`config.mk`:
```
export PLATFORM = sky130hd
export DESIGN_NAME = blk_xlat
export DESIGN_NICKNAME = d
export VERILOG_FILES = /design/src/rtl/blk_xlat_pkg.sv /design/src/rtl/blk_xlat_regs.sv /design/src/rtl/blk_xlat_match.sv /design/src/rtl/blk_xlat_select.sv /design/src/rtl/blk_xlat.sv
export SDC_FILE = /design/constraint.sdc
export NUM_CORES = 1
export LEC_CHECK = 0
export ABC_AREA = 1
export ABC_CLOCK_PERIOD_IN_PS = 2100
export BUFFER_PORTS_ARGS = -buffer_cell sky130_fd_sc_hd__buf_2
export CORE_MARGIN = 4
export CORE_UTILIZATION = 53
export DETAILED_ROUTE_END_ITERATION = 7
export PLACE_DENSITY = 0.81
export SETUP_SLACK_MARGIN = 0.05
export SLEW_MARGIN = 10
export SYNTH_ARGS = -nofsm -noshare
export SYNTH_HDL_FRONTEND = slang
export SYNTH_SLANG_ARGS = --single-unit
```
`constraint.sdc`:
```
create_clock -name clk -period 2.1 [get_ports clk]
set_input_delay 0.525 -clock clk [delete_from_list [all_inputs] [get_ports clk]]
set_output_delay 0.525 -clock clk [all_outputs]
set_load 0.05 [all_outputs]
```
`src/rtl/blk_xlat_pkg.sv`:
```
// Package: shared widths, entry word types and the decoders that turn a
// written 32-bit word into an entry field set.
// Assumes a 32-bit address and a fixed 128 KB minimum block.
package blk_xlat_pkg;

    localparam int ADDR_W = 32;
    localparam int IDX_W  = 15;                  // block index width
    localparam int MASK_W = 11;                  // length mask width
    localparam int OFS_W  = ADDR_W - IDX_W;      // always-passed offset bits
    localparam int ATTR_W = 4;
    localparam int ATTR_LSB = 3;

    typedef enum logic [1:0] {
        PROT_NONE = 2'd0,
        PROT_RO   = 2'd1,
        PROT_RW   = 2'd2,
        PROT_RW2  = 2'd3
    } prot_e;

    typedef struct packed {
        logic [IDX_W-1:0]  eidx;
        logic [MASK_W-1:0] len_mask;
        logic              sup_ok;
        logic              usr_ok;
    } upper_t;

    typedef struct packed {
        logic [IDX_W-1:0]  ridx;
        logic [ATTR_W-1:0] attr;
        prot_e             prot;
    } lower_t;

    // Decode an upper word into its fields.
    function automatic upper_t dec_upper(input logic [ADDR_W-1:0] w);
        upper_t u;
        u.eidx     = w[ADDR_W-1 -: IDX_W];
        u.len_mask = w[MASK_W+1:2];
        u.sup_ok   = w[1];
        u.usr_ok   = w[0];
        return u;
    endfunction

    // Decode a lower word into its fields.
    function automatic lower_t dec_lower(input logic [ADDR_W-1:0] w);
        lower_t l;
        l.ridx = w[ADDR_W-1 -: IDX_W];
        l.attr = w[ATTR_LSB+ATTR_W-1:ATTR_LSB];
        l.prot = prot_e'(w[1:0]);
        return l;
    endfunction

endpackage

```
`src/rtl/blk_xlat_regs.sv`:
```
// Entry storage: holds the decoded upper and lower word of each entry and
// loads one of them per cycle from the write port.
// Assumes cfg_idx is below N_ENTRY; reset leaves every entry invalid.
module blk_xlat_regs
    import blk_xlat_pkg::*;
#(
    parameter int N_ENTRY = 4,
    localparam int SEL_W  = (N_ENTRY > 1) ? $clog2(N_ENTRY) : 1
) (
    input  logic              clk,
    input  logic              rst_n,
    input  logic              cfg_we,
    input  logic [SEL_W-1:0]  cfg_idx,
    input  logic              cfg_hi,
    input  logic [ADDR_W-1:0] cfg_wdata,
    output upper_t            up_q [N_ENTRY],
    output lower_t            lo_q [N_ENTRY]
);

    for (genvar e = 0; e < N_ENTRY; e++) begin : g_ent
        // Load the upper word of this entry when addressed.
        always_ff @(posedge clk) begin
            if (!rst_n)
                up_q[e] <= '0;
            else if (cfg_we && cfg_hi && (cfg_idx == SEL_W'(e)))
                up_q[e] <= dec_upper(cfg_wdata);
        end

        // Load the lower word of this entry when addressed.
        always_ff @(posedge clk) begin
            if (!rst_n)
                lo_q[e] <= '0;
            else if (cfg_we && !cfg_hi && (cfg_idx == SEL_W'(e)))
                lo_q[e] <= dec_lower(cfg_wdata);
        end
    end


    wr_upper_chk: assert property (@(posedge clk) disable iff (!rst_n)
        (cfg_we && cfg_hi) |=> (up_q[$past(cfg_idx)] == dec_upper($past(cfg_wdata))));


    wr_lower_chk: assert property (@(posedge clk) disable iff (!rst_n)
        (cfg_we && !cfg_hi) |=> (lo_q[$past(cfg_idx)] == dec_lower($past(cfg_wdata))));

endmodule

```
`src/rtl/blk_xlat_match.sv`:
```
// One entry's comparator: decides whether the address falls in the entry's
// block for the current privilege and forms the translated block index.
// Purely combinational; assumes the mask is a thin mask (ones from bit 0).
module blk_xlat_match
    import blk_xlat_pkg::*;
(
    input  upper_t            up,
    input  lower_t            lo,
    input  logic [IDX_W-1:0]  ea_idx,
    input  logic              is_super,
    output logic              hit,
    output logic [IDX_W-1:0]  pa_idx
);

    logic [IDX_W-1:0] keep;   // index bits that take part in the compare
    logic             priv_ok;

    // Bits not covered by the mask are compared and taken from the real index.
    always_comb keep = ~{{(IDX_W-MASK_W){1'b0}}, up.len_mask};

    // Match on privilege-valid plus masked index equality; build the output index.
    always_comb begin
        priv_ok = is_super ? up.sup_ok : up.usr_ok;
        hit     = priv_ok && (((ea_idx ^ up.eidx) & keep) == '0);
        pa_idx  = (lo.ridx & keep) | (ea_idx & ~keep);
    end

endmodule

```
`src/rtl/blk_xlat_select.sv`:
```
// Winner selection and result register: picks the lowest-numbered matching
// entry, applies its protection code and registers hit/fault/address/attrs.
// Assumes candidate vectors arrive from the same cycle's address.
module blk_xlat_select
    import blk_xlat_pkg::*;
#(
    parameter int N_ENTRY = 4
) (
    input  logic              clk,
    input  logic              rst_n,
    input  logic [N_ENTRY-1:0] cand,
    input  logic [IDX_W-1:0]  cand_pa [N_ENTRY],
    input  lower_t            lo_q   [N_ENTRY],
    input  logic [OFS_W-1:0]  ea_ofs,
    input  logic              is_write,
    output logic              xl_hit,
    output logic [ADDR_W-1:0] xl_paddr,
    output logic [ATTR_W-1:0] xl_attr,
    output logic              xl_fault
);

    logic             found;
    lower_t           win_lo;
    logic [IDX_W-1:0] win_pa;
    logic             denied;

    // Priority pick: scan high to low so the lowest match is kept last.
    always_comb begin
        found  = 1'b0;
        win_lo = '0;
        win_pa = '0;
        for (int e = N_ENTRY - 1; e >= 0; e--) begin
            if (cand[e]) begin
                found  = 1'b1;
                win_lo = lo_q[e];
                win_pa = cand_pa[e];
            end
        end
    end

    // Protection check of the winner against the access direction.
    always_comb
        denied = (win_lo.prot == PROT_NONE) || ((win_lo.prot == PROT_RO) && is_write);

    // Register the lookup result; everything but a clean hit zeroes address and attrs.
    always_ff @(posedge clk) begin
        if (!rst_n) begin
            xl_hit   <= 1'b0;
            xl_fault <= 1'b0;
            xl_paddr <= '0;
            xl_attr  <= '0;
        end else begin
            xl_hit   <= found && !denied;
            xl_fault <= found && denied;
            xl_paddr <= (found && !denied) ? {win_pa, ea_ofs} : '0;
            xl_attr  <= (found && !denied) ? win_lo.attr : '0;
        end
    end


    hit_fault_excl_chk: assert property (@(posedge clk) disable iff (!rst_n)
        $onehot0({xl_hit, xl_fault}));


    miss_zero_chk: assert property (@(posedge clk) disable iff (!rst_n)
        !xl_hit |-> (xl_paddr == '0 && xl_attr == '0));


    ofs_pass_chk: assert property (@(posedge clk) disable iff (!rst_n)
        xl_hit |-> (xl_paddr[OFS_W-1:0] == $past(ea_ofs)));


    no_cand_chk: assert property (@(posedge clk) disable iff (!rst_n)
        (cand == '0) |=> (!xl_hit && !xl_fault));

endmodule

```
`src/rtl/blk_xlat.sv`:
```
// Top of the block address translation matcher: entry storage, one
// comparator per entry, and the priority/protection result stage.
// Results appear one clock after the lookup inputs are presented.
module blk_xlat
    import blk_xlat_pkg::*;
#(
    parameter int N_ENTRY = 4,
    localparam int SEL_W  = (N_ENTRY > 1) ? $clog2(N_ENTRY) : 1
) (
    input  logic              clk,
    input  logic              rst_n,
    input  logic              cfg_we,
    input  logic [SEL_W-1:0]  cfg_idx,
    input  logic              cfg_hi,
    input  logic [ADDR_W-1:0] cfg_wdata,
    input  logic [ADDR_W-1:0] lk_addr,
    input  logic              lk_super,
    input  logic              lk_write,
    output logic              xl_hit,
    output logic [ADDR_W-1:0] xl_paddr,
    output logic [ATTR_W-1:0] xl_attr,
    output logic              xl_fault
);

    upper_t            up_q    [N_ENTRY];
    lower_t            lo_q    [N_ENTRY];
    logic [N_ENTRY-1:0] cand;
    logic [IDX_W-1:0]  cand_pa [N_ENTRY];

    blk_xlat_regs #(.N_ENTRY(N_ENTRY)) u_regs (
        .clk       (clk),
        .rst_n     (rst_n),
        .cfg_we    (cfg_we),
        .cfg_idx   (cfg_idx),
        .cfg_hi    (cfg_hi),
        .cfg_wdata (cfg_wdata),
        .up_q      (up_q),
        .lo_q      (lo_q)
    );

    for (genvar e = 0; e < N_ENTRY; e++) begin : g_cmp
        blk_xlat_match u_match (
            .up       (up_q[e]),
            .lo       (lo_q[e]),
            .ea_idx   (lk_addr[ADDR_W-1 -: IDX_W]),
            .is_super (lk_super),
            .hit      (cand[e]),
            .pa_idx   (cand_pa[e])
        );
    end

    blk_xlat_select #(.N_ENTRY(N_ENTRY)) u_sel (
        .clk      (clk),
        .rst_n    (rst_n),
        .cand     (cand),
        .cand_pa  (cand_pa),
        .lo_q     (lo_q),
        .ea_ofs   (lk_addr[OFS_W-1:0]),
        .is_write (lk_write),
        .xl_hit   (xl_hit),
        .xl_paddr (xl_paddr),
        .xl_attr  (xl_attr),
        .xl_fault (xl_fault)
    );


    ro_write_chk: assert property (@(posedge clk) disable iff (!rst_n)
        (cand[0] && lk_write && lo_q[0].prot == PROT_RO) |=> (xl_fault && !xl_hit));

endmodule

```
==> impl_results.html, run 1 <==
<table>
<tr><th>Metric</th><th>Value</th></tr>
<tr><th colspan="2">Floorplanning</th></tr>
<tr><td>Die extent in x</td><td>between 150 and 200 µm</td></tr>
<tr><td>Vertical die dimension</td><td>150 µm</td></tr>
<tr><td>Die area</td><td>around 23000 µm²</td></tr>
<tr><td>Core Box Area</td><td>19700 µm²</td></tr>
<tr><td>Site row count</td><td>51</td></tr>
<tr><td>Boundary Pins</td><td>between 100 and 150</td></tr>
<tr><td>Effective utilization at floorplan</td><td>about 55%</td></tr>
<tr><th colspan="2">STA</th></tr>
<tr><td>Setup repair after global routing missed its margin</td><td>true</td></tr>
<tr><td>Period minus WS final</td><td>just under 2000 ps</td></tr>
<tr><td>Smallest setup slack after layout</td><td>between 150 and 200 ps</td></tr>
<tr><td>Max Clock Skew</td><td>9.91 ps</td></tr>
<tr><td>Summed negative setup slack over all endpoints</td><td>0 ps</td></tr>
<tr><td>Max-slew violation total from the final report</td><td>0</td></tr>
<tr><td>Hold slack final</td><td>approximately 230 ps</td></tr>
<tr><td>Final critical-path share of the clock period</td><td>between 90% and 100%</td></tr>
<tr><td>Count of endpoints failing setup in the final report</td><td>0</td></tr>
<tr><td>Max_slew headroom</td><td>between 50% and 60%</td></tr>
<tr><td>Worst Tran Pin Value</td><td>about 610 ps</td></tr>
<tr><td>Final hold vios</td><td>0</td></tr>
<tr><td>Max frequency</td><td>between 0.5 and 0.6 GHz</td></tr>
<tr><th colspan="2">Synthesis</th></tr>
<tr><td>Net count after synthesis</td><td>1563</td></tr>
<tr><td>Share of synthesized flip-flops with an asynchronous set or reset</td><td>0%</td></tr>
<tr><td>Cell count after synthesis</td><td>1491</td></tr>
<tr><td>Number of storage elements in the synthesis netlist</td><td>234</td></tr>
<tr><td>EDFF count, synth</td><td>0</td></tr>
<tr><td>Yosys warning count</td><td>0</td></tr>
<tr><td>Number of distinct library cells after synthesis</td><td>42</td></tr>
<tr><td>Post-synthesis cell area</td><td>~11000 µm²</td></tr>
<tr><td>Most instantiated flip-flop cell in the synthesis netlist</td><td>sky130_fd_sc_hd__dfxtp_1</td></tr>
<tr><td>Average cell area after synthesis</td><td>~7 µm²</td></tr>
<tr><td>Register area share after synthesis</td><td>~44%</td></tr>
<tr><th colspan="2">GRT</th></tr>
<tr><td>Vias in the first global route</td><td>roughly 9500</td></tr>
<tr><td>Number of antenna violations at the first check in global routing</td><td>0</td></tr>
<tr><td>First-pass GRT wire length</td><td>48600 µm</td></tr>
<tr><td>Largest net degree at the start of global routing</td><td>around 110</td></tr>
<tr><td>GRT Residual Overflow</td><td>0</td></tr>
<tr><td>GRT Util Overall</td><td>between 20% and 30%</td></tr>
<tr><th colspan="2">Placed design</th></tr>
<tr><td>Number of port buffers</td><td>105</td></tr>
<tr><td>Pre-CTS WS</td><td>-257 ps</td></tr>
<tr><td>Total cell area at the placement stage</td><td>12100 µm²</td></tr>
<tr><td>Placed cell count</td><td>between 1500 and 2000</td></tr>
<tr><td>Routability congestion estimate</td><td>~0.93</td></tr>
<tr><td>DP Wirelength</td><td>roughly 22000 µm</td></tr>
<tr><th colspan="2">Critical path</th></tr>
<tr><td>Termination of the worst setup path</td><td>u_sel.xl_paddr[23]$_SDFF_PN0_</td></tr>
<tr><td>CP Capture Type</td><td>flop</td></tr>
<tr><td>Cell count of the worst reg-to-reg path</td><td>16</td></tr>
<tr><td>Reg2reg setup slack</td><td>150 ps</td></tr>
<tr><td>Crit path kind</td><td>flop to flop</td></tr>
<tr><td>Data required, critical path</td><td>approximately 2500 ps</td></tr>
<tr><td>Crit path launch type</td><td>flop</td></tr>
<tr><td>Worst flop-to-flop path endpoint</td><td>u_sel.xl_paddr[23]$_SDFF_PN0_</td></tr>
<tr><td>Critical Path Source</td><td>u_regs.up_q[20]$_SDFFE_PN0P_</td></tr>
<tr><td>Critical path peak fanout</td><td>10</td></tr>
<tr><td>Critical R2R Launch</td><td>u_regs.up_q[20]$_SDFFE_PN0P_</td></tr>
<tr><td>Arrival time reported for the critical path endpoint</td><td>between 2000 and 2500 ps</td></tr>
<tr><th colspan="2">Power</th></tr>
<tr><td>Static Leakage</td><td>approximately 5.5 nW</td></tr>
<tr><td>Post-layout total power</td><td>around 9.9 mW</td></tr>
<tr><td>Maximum vdd drop</td><td>around 0.41 mV</td></tr>
<tr><td>Power per Cell Area</td><td>around 760 nW/µm²</td></tr>
<tr><th colspan="2">CTS</th></tr>
<tr><td>Htree depth</td><td>1</td></tr>
<tr><td>Clock network latency to the later pin of the worst-skew pair</td><td>520 ps</td></tr>
<tr><td>Number of buffers created by CTS</td><td>25</td></tr>
<tr><td>Clock slew at the register clock pins of the worst setup and hold paths</td><td>approximately 60 ps</td></tr>
<tr><td>CTS tree</td><td>built</td></tr>
<tr><td>Largest buffer count on any clock path</td><td>3</td></tr>
<tr><td>CTS root buf</td><td>sky130_fd_sc_hd__clkbuf_16</td></tr>
<tr><td>Sink count of the clock tree</td><td>between 200 and 250</td></tr>
<tr><th colspan="2">Route</th></tr>
<tr><td>Antenna violation net count after detailed routing</td><td>0</td></tr>
<tr><td>Number of search-and-repair iterations in the first detailed-routing pass</td><td>8</td></tr>
<tr><td>Average detailed-routed wire length per instance</td><td>around 16 µm</td></tr>
<tr><td>Post-DR vias/cell</td><td>approximately 5.3</td></tr>
<tr><td>Overall via count from detail_route</td><td>10340</td></tr>
<tr><td>Total detailed-routing wirelength</td><td>around 32000 µm</td></tr>
<tr><td>Post-detailed-route DRC marker count</td><td>0</td></tr>
<tr><td>Drt initial violations</td><td>1087</td></tr>
<tr><th colspan="2">Min path</th></tr>
<tr><td>Type of the most critical hold path</td><td>input port to flop</td></tr>
<tr><td>Cell count of the worst hold path</td><td>3</td></tr>
<tr><th colspan="2">Cells and area</th></tr>
<tr><td>Antenna cell count</td><td>0</td></tr>
<tr><td>Final nets</td><td>between 1500 and 2000</td></tr>
<tr><td>Number of standard cells in the layout, taps in and fillers out</td><td>~1900</td></tr>
<tr><td>Share of cells above drive strength 1</td><td>a little over a fifth</td></tr>
<tr><td>Cell area after layout</td><td>around 13000 µm²</td></tr>
<tr><td>Area overhead of the layout relative to synthesis</td><td>20.5%</td></tr>
<tr><td>Final core utilization</td><td>between 60% and 70%</td></tr>
<tr><th colspan="2">Run status</th></tr>
<tr><td>Run status</td><td>complete, no violations</td></tr>
<tr><th colspan="2">Job</th></tr>
<tr><td>Max-cap check violation count</td><td>0</td></tr>
</table>
worst max-delay path, cell delays in order, from the launching register on:
cell                       delay (ps)
sky130_fd_sc_hd__dfxtp_1          330
sky130_fd_sc_hd__inv_1             50
sky130_fd_sc_hd__nand2_1           50
sky130_fd_sc_hd__nand3b_1         220
sky130_fd_sc_hd__nand2_1          140
sky130_fd_sc_hd__inv_1             40
sky130_fd_sc_hd__nand2_1           90
sky130_fd_sc_hd__nor2_4            60
sky130_fd_sc_hd__nand2_4          100
sky130_fd_sc_hd__nor2_2            40
sky130_fd_sc_hd__nor2_1           110
sky130_fd_sc_hd__nand2_1           90
sky130_fd_sc_hd__nand2_2           80
sky130_fd_sc_hd__nand2_4           70
sky130_fd_sc_hd__nand2_8          120
sky130_fd_sc_hd__buf_12           170
sky130_fd_sc_hd__nor2_2            40
cells by family after synthesis:
kind of cell              share of synthesized area [%]
muxes                                              1.58
DFF                                                43.6
AOI/OAI and AO/OA                                  18.7
buffers and inverters                              9.83
xor gates and xnor gates                           1.27
and+or+nand+nor                                    25.1
worst min-delay path by stage:
| stage | slack (ps) | end | startpoint |
|---|---|---|---|
| after floorplan | 420 | u_regs.lo_q[10]$_SDFFE_PN0P_ | u_regs.lo_q[10]$_SDFFE_PN0P_ |
| after global placement | 440 | u_regs.lo_q[8]$_SDFFE_PN0P_ | u_regs.lo_q[8]$_SDFFE_PN0P_ |
| after detailed placement | 440 | u_regs.up_q[0]$_SDFFE_PN0P_ | u_regs.up_q[0]$_SDFFE_PN0P_ |
| after CTS | 210 | u_sel.xl_paddr[3]$_SDFF_PN0_ | lk_addr[3] |
| after global routing | 220 | u_sel.xl_paddr[3]$_SDFF_PN0_ | lk_addr[3] |
| final | 230 | u_sel.xl_paddr[0]$_SDFF_PN0_ | lk_addr[0] |
layout make-up:
| class | instances | area [µm²] |
|---|---|---|
| Clock inverter | 1 | 5.00 |
| Inverter | 158 | 598 |
| Fill cell | 1632 | 6760 |
| Sequential cell | 234 | 4690 |
| Timing Repair Buffer | 216 | 1500 |
| Multi-Input combinational cell | 1017 | 5050 |
| Clock buffer | 43 | 783 |
| Tap cell | 265 | 332 |
routing by layer:
metal / global-route usage, % / vias to the layer above / wire [µm] / share of wire [%]
met2: 44.4 / 440 / 14400 / 46
met1: 36.4 / 4710 / 13200 / 42
li1: - / 5100 / - / -
met4: 10.5 / 0 / 1160 / 3.7
met3: 4.18 / 90 / 2800 / 8.9
met5: 0 / - / 0 / 0
power by group:
| group | leakage [nW] | internal, mW | switching [mW] |
|---|---|---|---|
| clock network | 0.387 | 2.50 | 1.72 |
| registers | 1.90 | 4.57 | 0.0696 |
| logic | 3.22 | 0.377 | 0.625 |
| total | 5.51 | 7.45 | 2.41 |
what timing repair did:
item / CTS / global route
resized for setup: 0 / 13
setup buffers: 0 / 5
setup endpoints to repair: 0 / 37
hold buffers: 0 / 0
layout by cell type (no fill, tap or decap), drive strengths merged:
| master | n |
|---|---|
| o22ai | 1 |
| a21boi | 1 |
| buf | 216 |
| a21oi | 155 |
| inv | 155 |
| nand3b | 7 |
| dfxtp | 234 |
| clkinv | 4 |
| o21ai | 235 |
| nor2 | 309 |
| nor2b | 1 |
| xnor2 | 9 |
| mux2i | 17 |
| nand3 | 48 |
| nand4 | 8 |
| nor4 | 1 |
| clkbuf | 43 |
| xor2 | 4 |
| o2111ai | 1 |
| nor3 | 5 |
| a31oi | 1 |
| nand2 | 214 |
registers in the layout, indices dropped and copies added (netlist names):
name,cells
u_regs.lo_q,84
u_sel.xl_paddr,32
u_sel.xl_hit,1
u_regs.up_q,112
u_sel.xl_attr,4
u_sel.xl_fault,1
synthesized netlist by cell type (3+ instances only):
| cell | n | area share (%) |
|---|---|---|
| sky130_fd_sc_hd__xnor2_1 | 6 | 0.49 |
| sky130_fd_sc_hd__inv_1 | 138 | 4.8 |
| sky130_fd_sc_hd__nor2_2 | 17 | 0.99 |
| sky130_fd_sc_hd__dfxtp_1 | 234 | 44 |
| sky130_fd_sc_hd__xnor2_2 | 3 | 0.45 |
| sky130_fd_sc_hd__mux2i_1 | 17 | 1.6 |
| sky130_fd_sc_hd__nand3_2 | 10 | 0.93 |
| sky130_fd_sc_hd__nor3_1 | 3 | 0.14 |
| sky130_fd_sc_hd__nand2_4 | 3 | 0.31 |
| sky130_fd_sc_hd__nand3b_1 | 7 | 0.49 |
| sky130_fd_sc_hd__o21ai_0 | 222 | 10 |
| sky130_fd_sc_hd__nand3_1 | 38 | 1.8 |
| sky130_fd_sc_hd__nand4_1 | 7 | 0.41 |
| sky130_fd_sc_hd__clkbuf_1 | 57 | 2.0 |
| sky130_fd_sc_hd__o21ai_1 | 11 | 0.51 |
| sky130_fd_sc_hd__xor2_1 | 4 | 0.33 |
| sky130_fd_sc_hd__buf_2 | 5 | 0.23 |
| sky130_fd_sc_hd__a21oi_1 | 154 | 7.2 |
| sky130_fd_sc_hd__buf_6 | 14 | 1.5 |
| sky130_fd_sc_hd__nor2_1 | 268 | 9.4 |
| sky130_fd_sc_hd__nand2_2 | 8 | 0.47 |
| sky130_fd_sc_hd__inv_2 | 16 | 0.56 |
| sky130_fd_sc_hd__nand2_1 | 202 | 7.0 |
| sky130_fd_sc_hd__nor2_4 | 23 | 2.4 |
No activity file was read; power rests on OpenSTA's default activity.
==> run 2, diff against run 1 <==
- PLACE_DENSITY: 0.81 -> 0.8
- SYNTH_HIERARCHICAL: default -> 1
==> run 2 against run 1 <==
Flip-flop and latch count unchanged. Die area grew 7.7%. Combinational power is 6% higher. Global-route usage is 1.5 points lower. First-iteration DRC count is 1.5% higher. Clock power rose by 10%. Sequential share of layout area down 1.9 points. Highest routed layer unchanged.
==> impl_results.html, run 2 <==
<table>
<tr><th>Metric</th><th>Value</th></tr>
<tr><th colspan="2">Run status</th></tr>
<tr><td>Run status</td><td>complete, no violations</td></tr>
<tr><th colspan="2">GRT</th></tr>
<tr><td>Largest net degree at the start of global routing</td><td>106 (+0.95%)</td></tr>
<tr><td>Vias in the first global route</td><td>10527 (+11%)</td></tr>
<tr><td>GRT Residual Overflow</td><td>0 (unchanged)</td></tr>
<tr><td>First-pass GRT wire length</td><td>51700 µm (+6.5%)</td></tr>
<tr><td>GRT Util Overall</td><td>25.7% (-1.5 points)</td></tr>
<tr><td>Number of antenna violations at the first check in global routing</td><td>1 (+1)</td></tr>
<tr><th colspan="2">Critical path</th></tr>
<tr><td>Crit path kind</td><td>flop to flop</td></tr>
<tr><td>Arrival time reported for the critical path endpoint</td><td>2510 ps (+160 ps)</td></tr>
<tr><td>CP Capture Type</td><td>flop</td></tr>
<tr><td>Critical path peak fanout</td><td>7 (-3)</td></tr>
<tr><td>Crit path launch type</td><td>flop</td></tr>
<tr><td>Data required, critical path</td><td>2560 ps (+60 ps)</td></tr>
<tr><th colspan="2">Route</th></tr>
<tr><td>Antenna violation net count after detailed routing</td><td>0 (unchanged)</td></tr>
<tr><td>Post-detailed-route DRC marker count</td><td>0 (unchanged)</td></tr>
<tr><td>Drt initial violations</td><td>1103 (+1.5%)</td></tr>
<tr><td>Number of search-and-repair iterations in the first detailed-routing pass</td><td>5 (-3)</td></tr>
<tr><td>Average detailed-routed wire length per instance</td><td>14.7 µm (-9.9%)</td></tr>
<tr><td>Post-DR vias/cell</td><td>5.16 (-3.5%)</td></tr>
<tr><td>Overall via count from detail_route</td><td>11498 (+11%)</td></tr>
<tr><td>Total detailed-routing wirelength</td><td>32700 µm (+3.9%)</td></tr>
<tr><th colspan="2">Placed design</th></tr>
<tr><td>Number of port buffers</td><td>105 (unchanged)</td></tr>
<tr><td>DP Wirelength</td><td>19900 µm (-8.9%)</td></tr>
<tr><td>Routability congestion estimate</td><td>0.865 (-6.9%)</td></tr>
<tr><td>Pre-CTS WS</td><td>-277 ps (-20.0 ps)</td></tr>
<tr><th colspan="2">Floorplanning</th></tr>
<tr><td>Site row count</td><td>53 (+3.9%)</td></tr>
<tr><td>Core Box Area</td><td>21300 µm² (+8.0%)</td></tr>
<tr><td>Effective utilization at floorplan</td><td>54.6% (+0.10 points)</td></tr>
<tr><td>Die area</td><td>24400 µm² (+7.7%)</td></tr>
<tr><td>Die extent in x</td><td>156 µm (+3.8%)</td></tr>
<tr><td>Vertical die dimension</td><td>156 µm (+3.8%)</td></tr>
<tr><td>Boundary Pins</td><td>110 (unchanged)</td></tr>
<tr><th colspan="2">Synthesis</th></tr>
<tr><td>Number of storage elements in the synthesis netlist</td><td>234 (unchanged)</td></tr>
<tr><td>Most instantiated flip-flop cell in the synthesis netlist</td><td>sky130_fd_sc_hd__dfxtp_1</td></tr>
<tr><td>Cell count after synthesis</td><td>1863 (+25%)</td></tr>
<tr><td>Yosys warning count</td><td>6 (+6)</td></tr>
<tr><td>Cell type contributing the most total cell area after synthesis</td><td>sky130_fd_sc_hd__dfxtp_1</td></tr>
<tr><td>Most instantiated library cell after synthesis</td><td>sky130_fd_sc_hd__nand2_1</td></tr>
<tr><td>Post-synthesis share of cell area spent on full adders, half adders and majority gates</td><td>0% (unchanged)</td></tr>
<tr><td>Compound-gate portion of the synthesized area</td><td>5.77% (-13 points)</td></tr>
<tr><td>Area fraction in and, or, nand and nor cells after synthesis</td><td>41.8% (+17 points)</td></tr>
<tr><td>Post-synthesis cell area</td><td>11600 µm² (+8.2%)</td></tr>
<tr><td>Net count after synthesis</td><td>1935 (+24%)</td></tr>
<tr><td>Number of distinct library cells after synthesis</td><td>23 (-45%)</td></tr>
<tr><td>Main combinational cell family by area after synthesis</td><td>simple AND/OR/NAND/NOR gates</td></tr>
<tr><td>XOR/XNOR share of the synthesized area</td><td>0.602% (-0.67 points)</td></tr>
<tr><td>Post-synth top area share</td><td>40.3% (-3.3 points)</td></tr>
<tr><td>Share of synthesized flip-flops with an asynchronous set or reset</td><td>0% (unchanged)</td></tr>
<tr><td>Most frequent cells after synthesis</td><td>sky130_fd_sc_hd__nand2_1 (510), sky130_fd_sc_hd__nor2_1 (393), sky130_fd_sc_hd__dfxtp_1 (234)</td></tr>
<tr><td>Average cell area after synthesis</td><td>6.24 µm² (-13%)</td></tr>
<tr><td>Mux contribution to synthesized area</td><td>0% (-1.6 points)</td></tr>
<tr><td>Register area share after synthesis</td><td>40.3% (-3.3 points)</td></tr>
<tr><td>EDFF count, synth</td><td>0 (unchanged)</td></tr>
<tr><td>Synth area leaders</td><td>sky130_fd_sc_hd__dfxtp_1 (40%), sky130_fd_sc_hd__nand2_1 (16%), sky130_fd_sc_hd__nor2_1 (13%), sky130_fd_sc_hd__nand3_1 (8.7%), sky130_fd_sc_hd__inv_1 (6.4%)</td></tr>
<tr><th colspan="2">Cells and area</th></tr>
<tr><td>Most common cell after layout, fill and taps aside</td><td>sky130_fd_sc_hd__nand2_1</td></tr>
<tr><td>Share of cells above drive strength 1</td><td>15.8% (-5.3 points)</td></tr>
<tr><td>Largest register FFs</td><td>112 (unchanged)</td></tr>
<tr><td>Area overhead of the layout relative to synthesis</td><td>17.8%</td></tr>
<tr><td>Most used cells in the layout excluding fill and tap cells</td><td>sky130_fd_sc_hd__nand2_1 (502), sky130_fd_sc_hd__nor2_1 (373), sky130_fd_sc_hd__dfxtp_1 (224), sky130_fd_sc_hd__nand3_1 (200), sky130_fd_sc_hd__inv_1 (194)</td></tr>
<tr><td>Largest registers</td><td>u_regs/up_q x112, u_regs/lo_q x84, u_sel/xl_paddr x32</td></tr>
<tr><td>Final nets</td><td>2005 (+16%)</td></tr>
<tr><td>Register with the most flip-flops</td><td>u_regs/up_q</td></tr>
<tr><td>Fill cell instance count of the final layout</td><td>1917 (+17%)</td></tr>
<tr><th colspan="2">Power</th></tr>
<tr><td>Power per Cell Area</td><td>756 nW/µm² (-0.76%)</td></tr>
<tr><td>Maximum vdd drop</td><td>0.540 mV (+31%)</td></tr>
<tr><td>Static Leakage</td><td>6.33 nW (+15%)</td></tr>
<tr><th colspan="2">STA</th></tr>
<tr><td>Final hold vios</td><td>0 (unchanged)</td></tr>
<tr><td>Setup repair after global routing missed its margin</td><td>true</td></tr>
<tr><td>Max frequency</td><td>0.488 GHz (-5.0%)</td></tr>
<tr><td>Max-slew violation total from the final report</td><td>0 (unchanged)</td></tr>
<tr><td>Count of endpoints failing setup in the final report</td><td>0 (unchanged)</td></tr>
<tr><td>Summed negative setup slack over all endpoints</td><td>0 ps (unchanged)</td></tr>
<tr><td>Final critical-path share of the clock period</td><td>97.6% (+4.9 points)</td></tr>
<tr><td>Max Clock Skew</td><td>7.58 ps (-2.33 ps)</td></tr>
<tr><td>Period minus WS final</td><td>2050 ps (+103 ps)</td></tr>
<tr><td>Max_slew headroom</td><td>63.7% (+4.3 points)</td></tr>
<tr><td>Smallest setup slack after layout</td><td>50.8 ps (-103 ps)</td></tr>
<tr><td>Worst Tran Pin Value</td><td>544 ps (-63.5 ps)</td></tr>
<tr><td>Hold slack final</td><td>219 ps (-6.63 ps)</td></tr>
<tr><th colspan="2">CTS</th></tr>
<tr><td>Clock network latency to the later pin of the worst-skew pair</td><td>520 ps (about the same)</td></tr>
<tr><td>CTS root buf</td><td>sky130_fd_sc_hd__clkbuf_16</td></tr>
<tr><td>Largest buffer count on any clock path</td><td>3 (unchanged)</td></tr>
<tr><td>CTS tree</td><td>built</td></tr>
<tr><td>Htree depth</td><td>1 (unchanged)</td></tr>
<tr><td>Clock slew at the register clock pins of the worst setup and hold paths</td><td>60 ps (about the same)</td></tr>
<tr><td>Sink count of the clock tree</td><td>234 (unchanged)</td></tr>
<tr><td>Post-CTS Hold Fix Bufs</td><td>0 (unchanged)</td></tr>
<tr><td>Number of buffers created by CTS</td><td>26 (+4.0%)</td></tr>
<tr><th colspan="2">Job</th></tr>
<tr><td>Max-cap check violation count</td><td>0 (unchanged)</td></tr>
<tr><th colspan="2">Min path</th></tr>
<tr><td>Type of the most critical hold path</td><td>input port to flop</td></tr>
</table>
==> run 2: cell type report <==
| type | instances | area, µm² | area share, % |
|---|---|---|---|
| Antenna cell | 1 | 2.50 | 0.0183 |
| Inverter | 202 | 759 | 5.54 |
| Clock inverter | 6 | 80.1 | 0.584 |
| Tap cell | 275 | 344 | 2.51 |
| Multi-Input combinational cell | 1314 | 5860 | 42.8 |
| Clock buffer | 42 | 802 | 5.85 |
| Timing Repair Buffer | 155 | 1160 | 8.45 |
| Sequential cell | 234 | 4700 | 34.3 |
==> run 2: path summary, 6_finish.rpt <==
kind	startpoint	to	slack, ps	cells after the start
hold reg to reg	u_regs/lo_q[82]$_SDFFE_PN0P_	u_regs/lo_q[82]$_SDFFE_PN0P_	480	2
hold / removal	lk_addr[15]	u_sel/xl_paddr[15]$_SDFF_PN0_	220	3
setup reg to reg	u_regs/up_q[21]$_SDFFE_PN0P_	u_sel/xl_paddr[21]$_SDFF_PN0_	50	17
setup / recovery	u_regs/up_q[21]$_SDFFE_PN0P_	u_sel/xl_paddr[21]$_SDFF_PN0_	50	17
==> run 2: power by group <==
part,total [mW],switching (mW),internal [mW]
Combinational,1.06,0.703,0.353
Clock,4.65,1.81,2.84
Sequential,4.65,0.0754,4.57
==> run 2: cells by family (layout without fill, tap and decap cells) <==
group / after synthesis / after routing
flops: 234 / 234
compound gates: 134 / 134
other cells: 0 / 1
simple gates: 1172 / 1172
buf+inv: 315 / 405
xor+xnor: 8 / 8
==> run 2: metal layers <==
layer  part of all wire, %  up-vias  track usage, %
met5                     0        -               0
met4                   4.2        0            11.7
met3                   6.7       78            3.69
met2                    48      383            43.5
met1                    41     5220            32.7
li1                      -     5817               -
==> run 2: what timing repair did <==
action,in CTS,in global routing
setup endpoints to repair,0,38
setup buffers,0,1
gates resized for setup,0,70
==> run 2: critical path: stages (launching register included) <==
cell,delay (ps)
sky130_fd_sc_hd__dfxtp_2,320
sky130_fd_sc_hd__inv_1,50
sky130_fd_sc_hd__nand2_1,40
sky130_fd_sc_hd__nand3b_1,110
sky130_fd_sc_hd__nand2_1,110
sky130_fd_sc_hd__nor2_4,140
sky130_fd_sc_hd__nand2_2,80
sky130_fd_sc_hd__nor2_2,110
sky130_fd_sc_hd__buf_4,130
sky130_fd_sc_hd__nand2_2,50
sky130_fd_sc_hd__nand2_2,70
sky130_fd_sc_hd__nand3_2,60
sky130_fd_sc_hd__nand2_2,100
sky130_fd_sc_hd__nand2_2,80
sky130_fd_sc_hd__nand2_4,110
sky130_fd_sc_hd__nand2_8,110
sky130_fd_sc_hd__clkbuf_16,220
sky130_fd_sc_hd__nor2_4,90
==> run 2: per-stage QoR <==
| step | total power, mW | area (µm²) | cells | util (%) |
|---|---|---|---|---|
| 6_report | 10.4 | 13700 | 2229 | 64.4 |
| 5_1_grt | 10.7 | 13700 | 2229 | 64.4 |
| 4_1_cts | 10.4 | 13400 | 2223 | 62.8 |
| 3_5_place_dp | 5.76 | 12500 | 2175 | 58.7 |
| 3_3_place_gp | 5.73 | 12500 | 2175 | 58.7 |
| 2_1_floorplan | 5.43 | 11600 | 1863 | - |
